===== src/rtl/dd_xform_pkg.sv =====
package dd_xform_pkg;

   localparam int COEF_W    = 10;
   localparam int COEF_FRAC = 7;

   typedef enum logic {
      MODE_FOURIER = 1'b0,
      MODE_HARTLEY = 1'b1
   } xform_mode_e;

   // sine of m*22.5 degrees scaled by 2**COEF_FRAC, folded from one quadrant
   function automatic logic signed [COEF_W-1:0] sin_q7(input logic [3:0] m);
      logic [2:0] h;
      logic [2:0] q;
      logic signed [COEF_W-1:0] mag;
      h = m[2:0];
      q = (h > 3'd4) ? (3'd0 - h) : h;
      case (q)
         3'd0:    mag = COEF_W'(0);
         3'd1:    mag = COEF_W'(49);
         3'd2:    mag = COEF_W'(91);
         3'd3:    mag = COEF_W'(118);
         default: mag = COEF_W'(128);
      endcase
      return m[3] ? -mag : mag;
   endfunction

endpackage


===== src/rtl/dd_sample_bank.sv =====
module dd_sample_bank #(
   parameter int N    = 16,
   parameter int IN_W = 4,
   localparam int IDX_W = $clog2(N)
) (
   input  logic                  clk,
   input  logic                  rst_n,
   input  logic                  busy,
   input  logic                  load_en,
   input  logic [IDX_W-1:0]      load_addr,
   input  logic [IN_W-1:0]       load_data,
   output logic [N*IN_W-1:0]     samples
);

   logic [N-1:0][IN_W-1:0] mem_q;

   for (genvar i = 0; i < N; i++) begin : g_entry
      always_ff @(posedge clk) begin
         if (!rst_n)
            mem_q[i] <= '0;
         else if (load_en && !busy && load_addr == IDX_W'(i))
            mem_q[i] <= load_data;
      end
   end

   assign samples = mem_q;

   // sample store frozen while a transform runs
   a_r8_frozen_while_busy: assert property (@(posedge clk) disable iff (!rst_n)
      busy |=> $stable(mem_q));

endmodule


===== src/rtl/dd_coef_rom.sv =====
module dd_coef_rom
   import dd_xform_pkg::*;
#(
   parameter int N = 16,
   localparam int IDX_W = $clog2(N)
) (
   input  logic [IDX_W-1:0]         bin,
   input  logic [IDX_W-1:0]         term,
   output logic signed [COEF_W-1:0] cos_c,
   output logic signed [COEF_W-1:0] sin_c
);

   logic [IDX_W-1:0] angle;
   logic [IDX_W-1:0] angle_q;

   assign angle   = bin * term;
   assign angle_q = angle + IDX_W'(N / 4);
   assign sin_c   = sin_q7(angle);
   assign cos_c   = sin_q7(angle_q);

endmodule


===== src/rtl/dd_mac_stage.sv =====
module dd_mac_stage
   import dd_xform_pkg::*;
#(
   parameter int STAGE = 0,
   parameter int N     = 16,
   parameter int TERMS = 4,
   parameter int IN_W  = 4,
   parameter int ACC_W = 18,
   localparam int IDX_W = $clog2(N),
   localparam int J_W   = $clog2(TERMS)
) (
   input  logic                    clk,
   input  logic                    rst_n,
   input  logic                    hartley,
   input  logic [N*IN_W-1:0]       samples,
   input  logic                    in_vld,
   input  logic [IDX_W-1:0]        in_k,
   input  logic [J_W-1:0]          in_j,
   input  logic signed [ACC_W-1:0] in_re,
   input  logic signed [ACC_W-1:0] in_im,
   output logic                    out_vld,
   output logic [IDX_W-1:0]        out_k,
   output logic [J_W-1:0]          out_j,
   output logic signed [ACC_W-1:0] out_re,
   output logic signed [ACC_W-1:0] out_im
);

   localparam int BASE = STAGE * TERMS;

   logic [IDX_W-1:0]         n_idx;
   logic signed [IN_W-1:0]   x;
   logic signed [COEF_W-1:0] cos_c, sin_c, coef_re, coef_im;
   logic signed [ACC_W-1:0]  x_ext, cre_ext, cim_ext, prod_re, prod_im;

   assign n_idx = IDX_W'(BASE) + IDX_W'(in_j);
   assign x     = samples[n_idx*IN_W +: IN_W];

   dd_coef_rom #(.N(N)) rom_i (
      .bin   (in_k),
      .term  (n_idx),
      .cos_c (cos_c),
      .sin_c (sin_c)
   );

   // mode only steers the coefficients; both multipliers are shared
   always_comb begin
      if (hartley) begin
         coef_re = cos_c + sin_c;
         coef_im = '0;
      end else begin
         coef_re = cos_c;
         coef_im = -sin_c;
      end
   end

   assign x_ext   = {{(ACC_W-IN_W){x[IN_W-1]}}, x};
   assign cre_ext = {{(ACC_W-COEF_W){coef_re[COEF_W-1]}}, coef_re};
   assign cim_ext = {{(ACC_W-COEF_W){coef_im[COEF_W-1]}}, coef_im};
   assign prod_re = x_ext * cre_ext;
   assign prod_im = x_ext * cim_ext;

   always_ff @(posedge clk) begin
      if (!rst_n) begin
         out_vld <= 1'b0;
         out_k   <= '0;
         out_j   <= '0;
         out_re  <= '0;
         out_im  <= '0;
      end else begin
         out_vld <= in_vld;
         out_k   <= in_k;
         out_j   <= in_j;
         out_re  <= in_re + prod_re;
         out_im  <= in_im + prod_im;
      end
   end

   // the imaginary lane carries nothing in Hartley mode
   a_r5_hartley_im_zero: assert property (@(posedge clk) disable iff (!rst_n)
      (out_vld && hartley) |-> (out_im == '0));

endmodule


===== src/rtl/dd_sequencer.sv =====
module dd_sequencer
   import dd_xform_pkg::*;
#(
   parameter int N           = 16,
   parameter int TERMS       = 4,
   parameter int SYNC_STAGES = 2,
   localparam int CNT_W = $clog2(N * TERMS)
) (
   input  logic             clk,
   input  logic             rst_n,
   input  logic             mode_async,
   input  logic             start,
   input  logic             fin,
   output logic             busy,
   output logic             issue,
   output logic [CNT_W-1:0] cnt,
   output logic             hartley
);

   localparam logic [CNT_W-1:0] LAST = CNT_W'(N * TERMS - 1);

   logic [SYNC_STAGES-1:0] sync_q;
   logic                   mode_synced;
   xform_mode_e            mode_q;
   logic                   busy_q, issue_q;
   logic [CNT_W-1:0]       cnt_q;

   always_ff @(posedge clk) begin
      if (!rst_n) sync_q <= '0;
      else        sync_q <= {sync_q[SYNC_STAGES-2:0], mode_async};
   end
   assign mode_synced = sync_q[SYNC_STAGES-1];

   always_ff @(posedge clk) begin
      if (!rst_n) begin
         busy_q  <= 1'b0;
         issue_q <= 1'b0;
         cnt_q   <= '0;
         mode_q  <= MODE_FOURIER;
      end else if (start && !busy_q) begin
         busy_q  <= 1'b1;
         issue_q <= 1'b1;
         cnt_q   <= '0;
         mode_q  <= xform_mode_e'(mode_synced);
      end else begin
         if (issue_q) begin
            cnt_q <= cnt_q + CNT_W'(1);
            if (cnt_q == LAST) issue_q <= 1'b0;
         end
         if (fin) busy_q <= 1'b0;
      end
   end

   assign busy    = busy_q;
   assign issue   = issue_q;
   assign cnt     = cnt_q;
   assign hartley = (mode_q == MODE_HARTLEY);

   // latched mode never moves during a run
   a_r9_mode_held: assert property (@(posedge clk) disable iff (!rst_n)
      (busy_q && $past(busy_q)) |-> $stable(mode_q));

   // issuing proceeds one token per cycle whatever start does
   a_r7_run_continues: assert property (@(posedge clk) disable iff (!rst_n)
      (issue_q && cnt_q != LAST) |=> (issue_q && cnt_q == $past(cnt_q) + CNT_W'(1)));

endmodule


===== src/rtl/dual_xform16.sv =====
module dual_xform16
   import dd_xform_pkg::*;
#(
   parameter int N           = 16,
   parameter int IN_W        = 4,
   parameter int STAGES      = 4,
   parameter int SYNC_STAGES = 2,
   localparam int IDX_W = $clog2(N),
   localparam int TERMS = N / STAGES,
   localparam int J_W   = $clog2(TERMS),
   localparam int CNT_W = IDX_W + J_W,
   localparam int ACC_W = IN_W + COEF_W + IDX_W
) (
   input  logic                 clk,
   input  logic                 rst_n,
   input  logic                 mode_sel,
   input  logic                 load_en,
   input  logic [IDX_W-1:0]     load_addr,
   input  logic [IN_W-1:0]      load_data,
   input  logic                 start,
   output logic                 done,
   output logic [N*ACC_W-1:0]   res_re,
   output logic [N*ACC_W-1:0]   res_im
);

   if (N != 16) begin : g_bad_n
      $error("dual_xform16: coefficient folding assumes N == 16");
   end
   if (STAGES < 2 || STAGES >= N || (N % STAGES) != 0) begin : g_bad_stages
      $error("dual_xform16: STAGES must divide N and leave at least two terms");
   end
   if (TERMS != (1 << J_W)) begin : g_bad_terms
      $error("dual_xform16: terms per stage must be a power of two");
   end
   if (SYNC_STAGES < 2) begin : g_bad_sync
      $error("dual_xform16: synchronizer needs at least two registers");
   end
   if (IN_W < 2) begin : g_bad_in
      $error("dual_xform16: sample width too small");
   end

   logic                busy, issue, hartley, fin;
   logic [CNT_W-1:0]    cnt;
   logic [N*IN_W-1:0]   samples;

   logic [STAGES:0]                 st_vld;
   logic [STAGES:0][IDX_W-1:0]      st_k;
   logic [STAGES:0][J_W-1:0]        st_j;
   logic [STAGES:0][ACC_W-1:0]      st_re;
   logic [STAGES:0][ACC_W-1:0]      st_im;

   logic signed [ACC_W-1:0]         acc_re_q, acc_im_q, sum_re, sum_im;
   logic [N-1:0][ACC_W-1:0]         res_re_q, res_im_q;
   logic                            done_q;

   dd_sample_bank #(.N(N), .IN_W(IN_W)) bank_i (
      .clk       (clk),
      .rst_n     (rst_n),
      .busy      (busy),
      .load_en   (load_en),
      .load_addr (load_addr),
      .load_data (load_data),
      .samples   (samples)
   );

   dd_sequencer #(.N(N), .TERMS(TERMS), .SYNC_STAGES(SYNC_STAGES)) seq_i (
      .clk        (clk),
      .rst_n      (rst_n),
      .mode_async (mode_sel),
      .start      (start),
      .fin        (fin),
      .busy       (busy),
      .issue      (issue),
      .cnt        (cnt),
      .hartley    (hartley)
   );

   assign st_vld[0] = issue;
   assign st_k[0]   = cnt[CNT_W-1:J_W];
   assign st_j[0]   = cnt[J_W-1:0];
   assign st_re[0]  = '0;
   assign st_im[0]  = '0;

   for (genvar s = 0; s < STAGES; s++) begin : g_stage
      dd_mac_stage #(
         .STAGE (s),
         .N     (N),
         .TERMS (TERMS),
         .IN_W  (IN_W),
         .ACC_W (ACC_W)
      ) mac_i (
         .clk     (clk),
         .rst_n   (rst_n),
         .hartley (hartley),
         .samples (samples),
         .in_vld  (st_vld[s]),
         .in_k    (st_k[s]),
         .in_j    (st_j[s]),
         .in_re   (st_re[s]),
         .in_im   (st_im[s]),
         .out_vld (st_vld[s+1]),
         .out_k   (st_k[s+1]),
         .out_j   (st_j[s+1]),
         .out_re  (st_re[s+1]),
         .out_im  (st_im[s+1])
      );
   end

   // merge the per-group partial sums of one bin
   assign sum_re = acc_re_q + $signed(st_re[STAGES]);
   assign sum_im = acc_im_q + $signed(st_im[STAGES]);
   assign fin    = st_vld[STAGES] && st_j[STAGES] == J_W'(TERMS - 1)
                   && st_k[STAGES] == IDX_W'(N - 1);

   always_ff @(posedge clk) begin
      if (!rst_n) begin
         acc_re_q <= '0;
         acc_im_q <= '0;
         res_re_q <= '0;
         res_im_q <= '0;
         done_q   <= 1'b0;
      end else begin
         done_q <= fin;
         if (st_vld[STAGES]) begin
            if (st_j[STAGES] == '0) begin
               acc_re_q <= $signed(st_re[STAGES]);
               acc_im_q <= $signed(st_im[STAGES]);
            end else begin
               acc_re_q <= sum_re;
               acc_im_q <= sum_im;
            end
            if (st_j[STAGES] == J_W'(TERMS - 1)) begin
               res_re_q[st_k[STAGES]] <= sum_re;
               res_im_q[st_k[STAGES]] <= sum_im;
            end
         end
      end
   end

   assign done   = done_q;
   assign res_re = res_re_q;
   assign res_im = res_im_q;

   // done is a single-cycle pulse
   a_r6_done_single: assert property (@(posedge clk) disable iff (!rst_n)
      done_q |=> !done_q);

   // the engine is idle once done is shown
   a_r6_done_idle: assert property (@(posedge clk) disable iff (!rst_n)
      done_q |-> !busy);

   // no token enters the pipeline without a running transform
   a_r7_tokens_in_run: assert property (@(posedge clk) disable iff (!rst_n)
      st_vld[STAGES] |-> busy);

endmodule


===== config.mk =====
export PLATFORM = sky130hd
export DESIGN_NAME = dual_xform16
export DESIGN_NICKNAME = d
export VERILOG_FILES = /design/src/rtl/dd_xform_pkg.sv /design/src/rtl/dd_sample_bank.sv /design/src/rtl/dd_coef_rom.sv /design/src/rtl/dd_mac_stage.sv /design/src/rtl/dd_sequencer.sv /design/src/rtl/dual_xform16.sv
export SDC_FILE = /design/constraint.sdc
export NUM_CORES = 2
export LEC_CHECK = 0
export ABC_AREA = 1
export BUFFER_PORTS_ARGS = -buffer_cell sky130_fd_sc_hd__clkbuf_2
export CORE_MARGIN = 2
export CORE_UTILIZATION = 55
export CTS_BUF_LIST = sky130_fd_sc_hd__clkbuf_2 sky130_fd_sc_hd__clkbuf_4 sky130_fd_sc_hd__clkbuf_8
export DETAILED_ROUTE_END_ITERATION = 16
export PLACE_DENSITY_LB_ADDON = 0.12
export SKIP_CTS_REPAIR_TIMING = 1
export SYNTH_ARGS = -nofsm -noshare
export SYNTH_HDL_FRONTEND = slang
export SYNTH_SLANG_ARGS = --single-unit

===== constraint.sdc =====
create_clock -name clk -period 7.6 [get_ports clk]
set_clock_uncertainty 0.15 [all_clocks]
set_input_delay 2.28 -clock clk [delete_from_list [all_inputs] [get_ports clk]]
set_output_delay 2.28 -clock clk [all_outputs]
set_load 0.05 [all_outputs]

# Word-level counts from Yosys, hierarchy flattened
# Index checks and enable logic that the tools add are counted.
[word_totals] ff_bits=860 latch_bits=0 mem_bits_rw=0 romBits=0 in_bits=13 wordCells=263 mem_count=0
[classes] n_addsub=40 multipliers=12 n_div=0 n_lt_le_gt_ge=10 eq_ne=42 shifts=4 mux=43 n_bitwise=1 n_reduce_logical=35
[op_table] op="$bwmux 288" count=2
[op_table] op="$pmux 8 s4" count=8
[op_table] op="$shiftx 64x7->4" count=3
[op_table] op="$mux 10" count=16
[op_table] op="$add 18x18->18" count=8
[op_table] op="$neg 10->10" count=12
[op_table] op="$mul 4x10->14" count=8
[op_table] op="$demux 18 s4" count=1
[op_table] op="$shiftx 64x5->4" count=1
[op_table] op="$mux 18" count=3
[op_table] op="$eq 3x2->1 const B" count=16
[op_table] op="$add 10x10->10" count=4
[op_table] op="$eq 4x4->1 const B" count=9
[op_table] op="$eq 3x1->1 const B" count=8
[op_table] op="$gt 3x3->1 const B" count=8
[op_table] op="$logic_not 3->1" count=8
[op_table] op="$mux 3" count=8
[op_table] op="$sub 1x3->3 const A" count=8
[op_table] op="$logic_and 1x1->1" count=21
[op_table] op="$add 4x3->4 const B" count=4
[op_table] op="$eq 4x3->1 const B" count=4
[op_table] op="$mul 4x4->4" count=3
[op_table] op="$eq 4x2->1 const B" count=2
[op_table] op="$add 6x1->6 const B" count=1
[op_table] op="other kinds (17)" count=21

# Longest topological paths before layout
[logic_depth] ltp_word=13 mapped_depth=55 mapped_depth_nobuf=53

# Hierarchy
# From an unflattened synthesis, not the netlist that was laid out.
[unflattened] hier_cells=7260 area_unflattened_um2=51226.6
[modules_own_cells] module="dual_xform16" instances=1 cells_per_inst=3548 area_each_um2=25006.5 seq_area_each_um2=12271.8
[modules_own_cells] module="dd_mac_stage at g_stage[2].mac_i" instances=1 cells_per_inst=886 area_each_um2=6528.8 seq_area_each_um2=860.8
[modules_own_cells] module="dd_mac_stage at g_stage[1].mac_i" instances=1 cells_per_inst=884 area_each_um2=6526.3 seq_area_each_um2=860.8
[modules_own_cells] module="dd_mac_stage at g_stage[0].mac_i" instances=1 cells_per_inst=871 area_each_um2=6446.2 seq_area_each_um2=860.8
[modules_own_cells] module="dd_sample_bank" instances=1 cells_per_inst=470 area_each_um2=2910.3 seq_area_each_um2=1281.2
[modules_own_cells] module="dd_coef_rom" instances=3 cells_per_inst=138 area_each_um2=703.2 seq_area_each_um2=0.0
[modules_own_cells] module="dd_mac_stage at g_stage[3].mac_i" instances=1 cells_per_inst=131 area_each_um2=1239.9 seq_area_each_um2=820.8
[modules_own_cells] module="dd_sequencer" instances=1 cells_per_inst=56 area_each_um2=459.2 seq_area_each_um2=220.2

# Worst setup path before layout
# Ideal clock, no wire load.
[synth_timing] kind="reg2reg" startpoint="register g_stage[1].mac_i.out_j[0]" endpoint="register g_stage[2].mac_i.out_re[17]" t_arrival_ns=7.811 slack_ns=-0.476 path_stages_with_launch=52 synth_period_minus_slack_ns=8.076 cell_sequence="dfxtp_1 -> buf_4 -> clkbuf_1 -> nand2_1 -> inv_1 -> ha_1 -> inv_1 -> ha_1 -> buf_2 -> clkinv_1 -> ha_1 -> o21ai_0 -> inv_1 -> nor3_1 -> nor2_1 -> nand2_1 -> nand2_1 -> fa_1 -> [16 not listed] -> a21oi_1 -> nand2_1 -> nand2_1 -> nand2_1 -> a21oi_1 -> inv_1 -> nand2_1 -> nand2_1 -> nand3_1 -> nand2_1 -> ha_1 -> nand4_1 -> inv_1 -> a221o_1 -> a31oi_1 -> nand3_1 -> nand2_1 -> nor2_1"
[synth_via] elab_chain_len=13
[synth_lines] item="start, declared" line="dd_mac_stage.sv:23" rtl="output logic [J_W-1:0] out_j,"
[synth_lines] item="start signal, assigned" line="dd_mac_stage.sv:72" rtl="out_j <= in_j;"
[synth_lines] item="$add 4x2->4 *" line="dd_mac_stage.sv:35" rtl="assign n_idx = IDX_W'(BASE) + IDX_W'(in_j);"
[synth_lines] item="$mul 4x4->4" line="dd_coef_rom.sv:16" rtl="assign angle = bin * term;"
[synth_lines] item="$add 4x3->4" line="dd_coef_rom.sv:17" rtl="assign angle_q = angle + IDX_W'(N / 4);"
[synth_lines] item="$sub 1x3->3 / $gt 3x3->1 (equally long branches)" line="dd_xform_pkg.sv:17" rtl="q = (h > 3'd4) ? (3'd0 - h) : h;"
[synth_lines] item="$mux 3" line="dd_xform_pkg.sv:17"
[synth_lines] item="$eq 3x2->1 (tied with other cells)" line="dd_xform_pkg.sv:18" rtl="case (q)"
[synth_lines] item="$pmux 8 s4" line="dd_xform_pkg.sv:18"
[synth_lines] item="$neg 10->10" line="dd_xform_pkg.sv:25" rtl="return m[3] ? -mag : mag;"
[synth_lines] item="$mux 10" line="dd_xform_pkg.sv:25"
[synth_lines] item="$add 10x10->10" line="dd_mac_stage.sv:48" rtl="coef_re = cos_c + sin_c;"
[synth_lines] item="$mux 10" line="dd_mac_stage.sv:47" rtl="if (hartley) begin"
[synth_lines] item="$mul 4x10->14 *" line="dd_mac_stage.sv:59" rtl="assign prod_re = x_ext * cre_ext;"
[synth_lines] item="$add 18x18->18 *" line="dd_mac_stage.sv:73" rtl="out_re <= in_re + prod_re;"
[synth_lines] item="end signal, assigned" line="dd_mac_stage.sv:73"
[synth_lines] item="end, declared" line="dd_mac_stage.sv:24" rtl="output logic signed [ACC_W-1:0] out_re,"
# Mark *: on every way between the ends. The rest lies on a longest branch, timed or not.
# A chain may end at the register's enable or synchronous reset.

# Final worst setup path
[layout_timing] startpoint="register g_stage[0].mac_i.out_k[0]" endpoint="register g_stage[1].mac_i.out_re[15]"
[layout_via] elab_chain_len=12
[layout_lines] item="start, declared" line="dd_mac_stage.sv:22" rtl="output logic [IDX_W-1:0] out_k,"
[layout_lines] item="start signal, assigned" line="dd_mac_stage.sv:71" rtl="out_k <= in_k;"
[layout_lines] item="$mul 4x4->4 *" line="dd_coef_rom.sv:16"
[layout_lines] item="$add 4x3->4" line="dd_coef_rom.sv:17"
[layout_lines] item="$sub 1x3->3 / $gt 3x3->1 (equally long branches)" line="dd_xform_pkg.sv:17"
[layout_lines] item="$mux 3" line="dd_xform_pkg.sv:17"
[layout_lines] item="$eq 3x2->1 (tied with other cells)" line="dd_xform_pkg.sv:18"
[layout_lines] item="$pmux 8 s4" line="dd_xform_pkg.sv:18"
[layout_lines] item="$neg 10->10" line="dd_xform_pkg.sv:25"
[layout_lines] item="$mux 10" line="dd_xform_pkg.sv:25"
[layout_lines] item="$add 10x10->10" line="dd_mac_stage.sv:48"
[layout_lines] item="$mux 10 *" line="dd_mac_stage.sv:47"
[layout_lines] item="$mul 4x10->14 *" line="dd_mac_stage.sv:59"
[layout_lines] item="$add 18x18->18 *" line="dd_mac_stage.sv:73"
[layout_lines] item="end signal, assigned" line="dd_mac_stage.sv:73"
[layout_lines] item="end, declared" line="dd_mac_stage.sv:24"
# Marks and branches as above.

==> impl_metrics.toml <==
[run_status]
status = "finished, final reports clean"

[pwr]
irDropWorstVdd_mv = 0.158
p_leak_nw = 29.8
seq_power_share = 0.485
total_power_mw = 9.13
p_sw_mw = 2.23
combinationalPowerShare = 0.046
pwr-share-clk = 0.468
netSwitchingFraction = 0.244
power_density_nw_per_um2 = 167
internal-power_mw = 6.90

[floorplanning]
die_x_um = 291
initial_core_util = 0.553
io_pins = 590
fp.dieH_um = 291
fp-row-count = 105
die-area_um2 = 84700
core_area_um2 = 81800

[layout]
final_util = 0.667
seq_area_um2 = 16700
drive_above_1_share = 0.194
multi_input_area_um2 = 25200
layout.nets = 7342
area_growth_pct = 20.5
fillers = 7116

[logic_synthesis]
synth_common_cells = "nor2_1, inv_1, dfxtp_1"
ys_top_cells_by_area = "dfxtp_1, nor2_1, inv_1"
synthesis.instances = 6261
syn-num-nets = 6702
synth_top_area_share = 0.369
synth.largest_area_cell = "dfxtp_1"
synth-edff-count = 0
synth_flop_cell = "dfxtp_1"
avgSynthCellArea_um2 = 7.24
ys_seq_area_frac = 0.369
post-synth-top-count-cell = "nor2_1"
synth_cell_type_count = 64
synthArstFlopShare = 0
ys_ff_latch = 836
synth_area_um2 = 45300
yosys_warnings = 0

[job]
max-cap-violations = 0

[detailed_routing]
ant_nets = 0
num_vias = 43200
first_pass_iters = 8
wl_per_cell_um = 19.0
first_iter_violations = 3424
drcViolationCount = 0
drt_wl_total_um = 154000
viasPerCell = 5.35

[setup_path]
worstReg2RegStart = "g_stage[0].mac_i.out_k[0]"
slowest_stage = "fa_1"
critPathArrivalTime_ns = 7.92
r2r_cells = 40
r2r-end = "g_stage[1].mac_i.out_re[15]"
startpoint = "g_stage[0].mac_i.out_k[0]"
r2r_setup_slack_ns = 0.20
crit_fanout = 4
cpPeakStageDelay_ns = 0.54
required_ns = 8.12
path_common_cell = "nand2_1"
crit_type = "reg -> reg"
critPathLaunchType = "register"
critPathCapture = "g_stage[1].mac_i.out_re[15]"
crit_path_end_kind = "register"

[cts]
htree_levels = 4
cts-root-buf = "clkbuf_8"
clock-sinks = 836
clk_latency_ns = 0.80
cts_made_buffers = 138
clkTransAtPathRegs_ns = 0.07
cts_tree = "built"
clockBufferDepth = 3

[sta]
finalSetupViolCount = 0
period_share = 0.973
period_needed_ns = 7.40
tns_ns = 0
hold_viol_final = 0
worst_pin_slew_ns = 1.33
fmax_ghz = 0.135
slew_violations = 0
holdWs_ns = 0.258
slew_headroom = 0.111
rsz0062_at_grt = "yes"

[global_route]
track_usage = 0.348
grt_first_pass_wirelength_um = 232000
grt_max_degree = 256
overflow = 0
antenna_found_initial = 5
grt_pass1_vias = 39800

[worst_hold_path]
min_path_cells = 2
holdCritPathClass = "reg -> reg"

[place]
port_buffers = 589
place_congestion = 0.939
dpl.hpwl_um = 109000
-- metrics by stage --
step	instance area (µm²)	setup slack (ns)	std cells
after floorplan	45300	-0.0904	6261
after global placement	50200	-0.0897	7813
after detailed placement	50200	-0.234	7813
after CTS	53200	-0.249	8052
after global routing	54600	-0.186	8071
final	54600	0.203	8072
-- cells in the final DEF (no fill, tap or decap), types with 129 or more instances in the layout --
cell         n
nor2_1    1192
inv_1      997
dfxtp_1    831
o21ai_0    697
nand2_1    684
clkbuf_2   588
a21oi_1    373
ha_1       235
buf_4      186
clkbuf_8   166
nand3_1    147
fa_1       129
-- sequential cells by signal, indices dropped and copies added, names as in the netlist, 8 cells and up --
name / cells
g_stage.mac_i.out_k: 16
g_stage.mac_i.out_im: 68
bank_i.samples: 48
acc_re_q: 18
acc_im_q: 18
g_stage.mac_i.out_re: 68
res_im: 288
res_re: 288
g_stage.mac_i.out_j: 8
-- layer usage --
metal	share of wire	wire length, µm	vias to the layer above	track usage
li1	-	-	21000	-
met1	0.40	61900	20100	0.438
met2	0.46	71100	1705	0.579
met3	0.081	12500	397	0.0608
met4	0.053	8220	0	0.170
met5	0	0	-	0
-- cell families after synthesis --
kind of cell	synth area share
buf+inv	0.110
fa+ha+maj	0.141
simple gates	0.197
compound gates	0.157
xor+xnor	0.0259
flops	0.369
-- critical path, delay by kind of cell, from the launching register on --
kind,cells,cell delay (ns)
fa+ha+maj,10,3.40
compound gates,8,1.17
simple gates,11,1.08
buf+inv,8,0.63
xor+xnor,3,0.47
flops,1,0.34
-- power by group through the flow --
stage	Clock [mW]	Sequential, mW	Combinational [mW]
after floorplan	0	4.52	0.266
after global placement	0	4.52	0.390
after detailed placement	0	4.52	0.394
after CTS	4.31	4.43	0.397
after global routing	4.50	4.43	0.461
final	4.28	4.43	0.422
-- cell type report --
cell class | count | share of cell area
Multi-Input combinational cell | 4107 | 0.461
Clock inverter | 22 | 0.00578
Antenna cell | 2 | 0.0000917
Clock buffer | 217 | 0.0489
Timing Repair Buffer | 782 | 0.0816
Inverter | 1036 | 0.0716
Sequential cell | 836 | 0.307
Tap cell | 1070 | 0.0245
-- how the worst min path moves through the flow --
stage,start,to,slack (ns)
final,g_stage[2].mac_i.out_im[0],g_stage[3].mac_i.out_im[0],0.26
after detailed placement,g_stage[2].mac_i.out_j[1],g_stage[3].mac_i.out_j[1],0.25
after floorplan,g_stage[0].mac_i.out_vld,g_stage[1].mac_i.out_vld,0.24
after CTS,g_stage[2].mac_i.out_im[4],g_stage[3].mac_i.out_im[4],0.25
after global placement,g_stage[2].mac_i.out_im[0],g_stage[3].mac_i.out_im[0],0.24
after global routing,g_stage[2].mac_i.out_im[4],g_stage[3].mac_i.out_im[4],0.27
Power figures use the tool's default switching activity.
